## config.mk

```make
export PLATFORM = sky130hd
export DESIGN_NAME = cal_clock_top
export DESIGN_NICKNAME = d
export VERILOG_FILES = /design/src/rtl/cal_pkg.sv /design/src/rtl/cal_field.sv /design/src/rtl/cal_ctrl.sv /design/src/rtl/cal_datapath.sv /design/src/rtl/cal_clock_top.sv
export SDC_FILE = /design/constraint.sdc
export NUM_CORES = 1
export LEC_CHECK = 0
export BUFFER_PORTS_ARGS = -buffer_cell sky130_fd_sc_hd__buf_2
export CAP_MARGIN = 10
export CORE_ASPECT_RATIO = 2
export CORE_MARGIN = 3
export CORE_UTILIZATION = 30
export DETAILED_ROUTE_END_ITERATION = 7
export HOLD_SLACK_MARGIN = 0.03
export PLACE_DENSITY = 0.51
export SYNTH_ARGS = -nofsm -noshare
export SYNTH_HDL_FRONTEND = slang
export SYNTH_SLANG_ARGS = --single-unit
```

## constraint.sdc

```tcl
create_clock -name clk -period 4 [get_ports clk]
set_input_delay 0.8 -clock clk [delete_from_list [all_inputs] [get_ports clk]]
set_output_delay 0.8 -clock clk [all_outputs]
set_load 0.01 [all_outputs]
```

## src/rtl/cal_pkg.sv

```systemverilog
package cal_pkg;
  localparam int SEC_W  = 6;
  localparam int MIN_W  = 6;
  localparam int HOUR_W = 5;
  localparam int DAY_W  = 15;
  localparam int SEC_MAX  = 59;
  localparam int MIN_MAX  = 59;
  localparam int HOUR_MAX = 23;
  localparam int TOD_W  = SEC_W + MIN_W + HOUR_W;
  localparam int WORD_W = TOD_W + DAY_W;

  // strobes from control to datapath
  typedef struct packed {
    logic loadTime;
    logic advance;
    logic wrapSec;
    logic wrapMin;
    logic wrapHour;
    logic wrapDay;
  } calStrobes_t;
endpackage

```

## src/rtl/cal_field.sv

```systemverilog
module cal_field #(
  parameter int W    = 6,
  parameter int MAXV = 59
) (
  input  logic         clk,
  input  logic         rstN,
  input  logic         loadEn,
  input  logic [W-1:0] loadVal,
  input  logic         incEn,
  input  logic         wrapEn,
  output logic         atMax,
  output logic [W-1:0] value,
  output logic [W-1:0] nextVal
);
  localparam logic [W-1:0] MAX_L = W'(MAXV);

  // a value beyond the limit behaves like the limit
  assign atMax = (value >= MAX_L);

  always_comb begin
    if (loadEn)      nextVal = loadVal;
    else if (wrapEn) nextVal = '0;
    else if (incEn)  nextVal = value + W'(1);
    else             nextVal = value;
  end

  always_ff @(posedge clk or negedge rstN) begin
    if (!rstN) value <= '0;
    else       value <= nextVal;
  end
endmodule

```

## src/rtl/cal_ctrl.sv

```systemverilog
module cal_ctrl
  import cal_pkg::*;
(
  input  logic        clk,
  input  logic        rstN,
  input  logic        tickIn,
  input  logic        loadTimeEn,
  input  logic        secAtMax,
  input  logic        minAtMax,
  input  logic        hourAtMax,
  input  logic        dayAtMax,
  output calStrobes_t strobes,
  output logic        secEvt,
  output logic        minEvt,
  output logic        hourEvt,
  output logic        dayEvt
);
  always_comb begin
    strobes          = '0;
    strobes.loadTime = loadTimeEn;
    strobes.advance  = tickIn && !loadTimeEn;
    strobes.wrapSec  = strobes.advance && secAtMax;
    strobes.wrapMin  = strobes.wrapSec && minAtMax;
    strobes.wrapHour = strobes.wrapMin && hourAtMax;
    strobes.wrapDay  = strobes.wrapHour && dayAtMax;
  end

  // day wrap raises nothing beyond the hour rollover event
  always_ff @(posedge clk or negedge rstN) begin
    if (!rstN) begin
      secEvt  <= 1'b0;
      minEvt  <= 1'b0;
      hourEvt <= 1'b0;
      dayEvt  <= 1'b0;
    end else begin
      secEvt  <= strobes.advance;
      minEvt  <= strobes.wrapSec;
      hourEvt <= strobes.wrapMin;
      dayEvt  <= strobes.wrapHour;
    end
  end
endmodule

```

## src/rtl/cal_datapath.sv

```systemverilog
module cal_datapath
  import cal_pkg::*;
(
  input  logic              clk,
  input  logic              rstN,
  input  calStrobes_t       strobes,
  input  logic [WORD_W-1:0] loadTimeVal,
  input  logic              loadAlarmEn,
  input  logic [WORD_W-1:0] loadAlarmVal,
  output logic              secAtMax,
  output logic              minAtMax,
  output logic              hourAtMax,
  output logic              dayAtMax,
  output logic [WORD_W-1:0] timeWord,
  output logic [WORD_W-1:0] alarmWord,
  output logic              todAlarmEvt,
  output logic              dayAlarmEvt
);
  localparam int MIN_LO  = SEC_W;
  localparam int HOUR_LO = SEC_W + MIN_W;
  localparam int DAY_LO  = TOD_W;
  localparam int DAY_MAX = (1 << DAY_W) - 1;

  logic [SEC_W-1:0]  secQ, secNext;
  logic [MIN_W-1:0]  minQ, minNext;
  logic [HOUR_W-1:0] hourQ, hourNext;
  logic [DAY_W-1:0]  dayQ, dayNext;
  logic [WORD_W-1:0] nextWord;
  logic              todHit, fullHit;

  cal_field #(.W(SEC_W), .MAXV(SEC_MAX)) uSec (
    .clk(clk), .rstN(rstN), .loadEn(strobes.loadTime),
    .loadVal(loadTimeVal[MIN_LO-1:0]),
    .incEn(strobes.advance), .wrapEn(strobes.wrapSec),
    .atMax(secAtMax), .value(secQ), .nextVal(secNext));

  cal_field #(.W(MIN_W), .MAXV(MIN_MAX)) uMin (
    .clk(clk), .rstN(rstN), .loadEn(strobes.loadTime),
    .loadVal(loadTimeVal[HOUR_LO-1:MIN_LO]),
    .incEn(strobes.wrapSec), .wrapEn(strobes.wrapMin),
    .atMax(minAtMax), .value(minQ), .nextVal(minNext));

  cal_field #(.W(HOUR_W), .MAXV(HOUR_MAX)) uHour (
    .clk(clk), .rstN(rstN), .loadEn(strobes.loadTime),
    .loadVal(loadTimeVal[DAY_LO-1:HOUR_LO]),
    .incEn(strobes.wrapMin), .wrapEn(strobes.wrapHour),
    .atMax(hourAtMax), .value(hourQ), .nextVal(hourNext));

  cal_field #(.W(DAY_W), .MAXV(DAY_MAX)) uDay (
    .clk(clk), .rstN(rstN), .loadEn(strobes.loadTime),
    .loadVal(loadTimeVal[WORD_W-1:DAY_LO]),
    .incEn(strobes.wrapHour), .wrapEn(strobes.wrapDay),
    .atMax(dayAtMax), .value(dayQ), .nextVal(dayNext));

  assign timeWord = {dayQ, hourQ, minQ, secQ};
  assign nextWord = {dayNext, hourNext, minNext, secNext};

  // compare the word the tick is about to produce
  assign todHit  = (nextWord[TOD_W-1:0] == alarmWord[TOD_W-1:0]);
  assign fullHit = todHit && (nextWord[WORD_W-1:DAY_LO] == alarmWord[WORD_W-1:DAY_LO]);

  always_ff @(posedge clk or negedge rstN) begin
    if (!rstN) begin
      alarmWord   <= '0;
      todAlarmEvt <= 1'b0;
      dayAlarmEvt <= 1'b0;
    end else begin
      if (loadAlarmEn) alarmWord <= loadAlarmVal;
      todAlarmEvt <= strobes.advance && todHit;
      dayAlarmEvt <= strobes.advance && fullHit;
    end
  end
endmodule

```

## src/rtl/cal_clock_top.sv

```systemverilog
module cal_clock_top
  import cal_pkg::*;
(
  input  logic        clk,
  input  logic        rstN,
  input  logic        tickIn,
  input  logic        loadTimeEn,
  input  logic [31:0] loadTimeVal,
  input  logic        loadAlarmEn,
  input  logic [31:0] loadAlarmVal,
  output logic [31:0] timeOut,
  output logic        secEvt,
  output logic        minEvt,
  output logic        hourEvt,
  output logic        dayEvt,
  output logic        todAlarmEvt,
  output logic        dayAlarmEvt
);
  calStrobes_t       strobes;
  logic              secAtMax, minAtMax, hourAtMax, dayAtMax;
  logic [WORD_W-1:0] alarmWord;

  cal_ctrl uCtrl (
    .clk(clk), .rstN(rstN), .tickIn(tickIn), .loadTimeEn(loadTimeEn),
    .secAtMax(secAtMax), .minAtMax(minAtMax), .hourAtMax(hourAtMax),
    .dayAtMax(dayAtMax), .strobes(strobes),
    .secEvt(secEvt), .minEvt(minEvt), .hourEvt(hourEvt), .dayEvt(dayEvt));

  cal_datapath uPath (
    .clk(clk), .rstN(rstN), .strobes(strobes),
    .loadTimeVal(loadTimeVal), .loadAlarmEn(loadAlarmEn),
    .loadAlarmVal(loadAlarmVal),
    .secAtMax(secAtMax), .minAtMax(minAtMax), .hourAtMax(hourAtMax),
    .dayAtMax(dayAtMax), .timeWord(timeOut), .alarmWord(alarmWord),
    .todAlarmEvt(todAlarmEvt), .dayAlarmEvt(dayAlarmEvt));
endmodule

```

==> run summary <==
Postcts setup bufs = 0
Final Non-Filler Cells = 786
Crit path DAT = 3.89 ns
P_leak = 2.413 nW
Die Wd = 93.16 um
Dpl cells = 770
Boundary pin count = 107
Post-synth EDFFs = 0
Post-route ant nets = 0
Sw Pwr = 0.6866 mW
Reg2reg setup slack = 0.36 ns
Worst stage delay on the critical path = 0.53 ns
Power density cells = 397.5 nW/um^2
Syn-to-layout area delta = 21.99%
Dpl hpwl = 13.40 mm
Max Cap Viol = 0
Clk sinks = 70
Vias in the first global route = 4608
First-pass GRT wire length = 25.72 mm
WL/cell = 21.54 um
Most area-hungry cell type in the Yosys netlist = dfrtp_1
Switching Fraction = 31.07%
Congestion Overflow GR = 0
Gate Count Post-Synth = 493
Top post-synthesis cells by area = dfrtp_1 (38%), mux2_2 (6.9%), nand2_1 (4.4%)
Combinational group share of total power = 19.8%
Initial antenna violation count = 0
N_diodes = 0
DR vias/cell = 5.509
Final instance area = 5560 um^2
CTS Hold Bufs = 0
Worst skew pair latency = 0.33 ns
H-tree lvl count = 3
IO buf count = 106
Max-slew violation count = 0
Mapped Nets = 566
DRC errors left = 0
Critical path endpoint category = flip-flop
Worst-path maximum fanout = 19
Layout cells sized above 1 = 28.93%
Crit path max-delay cell type = nor4_1
Fill cells = 1567
Crit path time final = 3.644 ns
Final Setup Violations = 0
Critical-path cell list = ha_1 > o2111a_1 > nand3_1 > nor4_1 > or2_2 > nor3_1 > nor4_1 > nand3_1 > nor4_2
Root buffer cell = clkbuf_16
Int Pwr = 1.523 mW
Clk buf depth = 2
Resized cells post-CTS = 0
HP Class = reg -> reg
Layout Nets = 659
Distinct cells, synth = 69
Predominant post-synthesis flop cell = dfrtp_1
Die Span Y = 180.3 um
Starting DRT DRC Count = 176
Status = finished clean
Peak VDD IR = 0.2044 mV
CP startpoint kind = flip-flop
Largest net degree at the start of global routing = 71
Family with the most delay on the worst path = simple AND/OR/NAND/NOR gates
CTS tree = yes
First-pass detailed-route iteration total = 4
Fmax = 0.2744 GHz
Slew @ Worst Pin = 0.9315 ns
Vias = 4330
Sequential power share = 40.2%
Clk_skew = 0.003647 ns
CTS Buf Count = 9
Num rows = 63
Setup TNS = 0 ns
Critical path class = reg -> reg
Yosys warning count = 0
Post-synthesis sequential area ratio = 38.43%
Worst EP required = 4.24 ns
Mean post-synth cell area = 9.246 um^2
Worst path buffer plus inverter count = 0
Starting Density = 30.60%
Post-synth top area share = 38.43%
Area post-placement = 5236 um^2
Final core utilization = 37.32%
#FFs+latches synth = 70
Placer congestion estimate = 0.9103
Final Hold Vio Count = 0
Core ar. = 14900 um^2
Mapped Area = 4558 um^2
Clock power share = 39.9%
Share of flip-flops with an asynchronous set or reset = 100.0%
Tcrit/Tclk final = 91.11%
Die Area = 16800 um^2
CTS clock-pin slew for the worst setup and hold paths = 0.06 ns
Final wirelength = 16.93 mm
RSZ-0062 raised after global routing = false
Total GRT Usage = 20.20%
Slew margin rel. = 37.90%
[power groups by stage]
stage               logic, mW  registers (mW)  clock network [mW]
global route            0.479           0.901               0.929
finish                  0.438           0.889               0.883
floorplan               0.281           0.860                   0
global placement        0.439           0.901                   0
CTS                     0.443           0.889               0.899
detailed placement      0.440           0.902                   0
[cell families (layout without fill, tap and decap cells)]
| family | after synthesis | after routing | share of synthesized area, % |
|---|---|---|---|
| compound gates | 124 | 124 | 19.38 |
| flops | 70 | 70 | 38.43 |
| simple gates | 180 | 180 | 21.93 |
| mux | 32 | 32 | 7.823 |
| fa+ha+maj | 6 | 6 | 1.537 |
| xor+xnor | 32 | 32 | 6.149 |
| buf+inv | 49 | 147 | 4.749 |
[cell type report]
class | instances | area [um^2] | share of cell area [%]
inverter | 18 | 67.56 | 1.215
clock inverter | 6 | 85.08 | 1.530
multi-input combinational | 374 | 2590 | 46.58
tap | 195 | 244.0 | 4.388
clock buffer | 10 | 239.0 | 4.298
sequential | 70 | 1752 | 31.50
timing repair buffer | 113 | 583.1 | 10.49
[routing by layer]
metal	up-vias	part of all wire [%]	GRT usage, %
met5	-	0	0
met4	0	5.4	12.21
met3	45	3.9	2.800
met2	161	57	38.54
met1	2092	34	19.74
li1	2032	-	-
[synthesized netlist by cell type, types with 5 or more instances]
cell	n
a21oi_1	16
a31oi_1	5
and2_1	7
and3_1	8
and4_1	5
buf_2	14
clkbuf_1	13
dfrtp_1	70
inv_1	18
mux2_2	28
nand2_1	53
nand3_1	21
nand4_1	13
nor2_1	15
nor2b_1	9
nor3_1	11
nor4_1	12
o211ai_1	6
o21ai_0	34
o22ai_1	7
or2_2	5
xnor2_1	11
xor2_1	21
[sequential cells by signal, indices dropped and copies added (netlist names)]
signal and flops:
uPath.uDay.value 15, uPath.uMin.value 6, uCtrl.hourEvt 1, uPath.uHour.value 5, uCtrl.dayEvt 1, uCtrl.secEvt 1, uPath.dayAlarmEvt 1, uPath.uSec.value 6
uCtrl.minEvt 1, uPath.todAlarmEvt 1, uPath.alarmWord 32
[final timing paths]
| check | start | depth (start not counted) | endpoint |
|---|---|---|---|
| min | uPath.alarmWord[10] | 1 | uPath.alarmWord[10] |
| max in group asynchronous | rstN | 2 | uPath.dayAlarmEvt |
| max reg2reg | uPath.uSec.value[0] | 9 | uPath.dayAlarmEvt |
| min in group asynchronous | rstN | 2 | uPath.alarmWord[0] |
| max | uPath.uSec.value[0] | 9 | uPath.dayAlarmEvt |
| min reg2reg | uPath.alarmWord[10] | 1 | uPath.alarmWord[10] |
[placed cells by master (no fill, tap or decap), types with 3 or more instances in the layout]
cell type  netlist  final
xnor2_1         11     11
a21o_1           3      3
nor3_1          11     11
nand2_1         53     53
buf_2           14    106
o221ai_1         3      3
xor2_1          21     21
a31oi_1          5      5
and3_1           8      8
a41oi_1          4      4
a21oi_1         16     16
mux2i_1          3      3
nor4_1          12     12
nand3_1         21     21
mux2_2          28     28
ha_1             4      4
clkbuf_16        0      9
nor2b_1          9      9
nand4_1         13     13
a22o_1           3      3
o41ai_1          4      4
and4_1           5      5
buf_4            2      7
and2_1           7      7
dfrtp_1         70     70
a32o_1           4      4
inv_1           18     18
nor2_1          15     15
o22ai_1          7      7
or4_1            3      3
o21a_1           3      3
o2bb2ai_1        3      3
nand4b_1         4      4
o211ai_1         6      6
or2_2            5      5
nand2b_1         3      3
o31ai_1          3      3
o21ai_0         34     34
[stage by stage]
stage	worst slack (ns)	power [mW]	hold slack [ns]
global route	0.09444	2.309	0.5572
floorplan	1.101	1.141	0.4964
CTS	0.4190	2.231	0.5422
finish	0.3558	2.210	0.5340
global placement	0.5069	1.340	0.5258
detailed placement	0.4392	1.342	0.5291
[worst reg2reg max path, delay by kind of cell (launching register included)]
kind	cells	cell delay [ns]
and+or+nand+nor	7	2.31
AOI/OAI and AO/OA	1	0.43
adders and majority gates	1	0.42
DFF	1	0.41
Note: power is estimated with default switching activity, not from simulation.
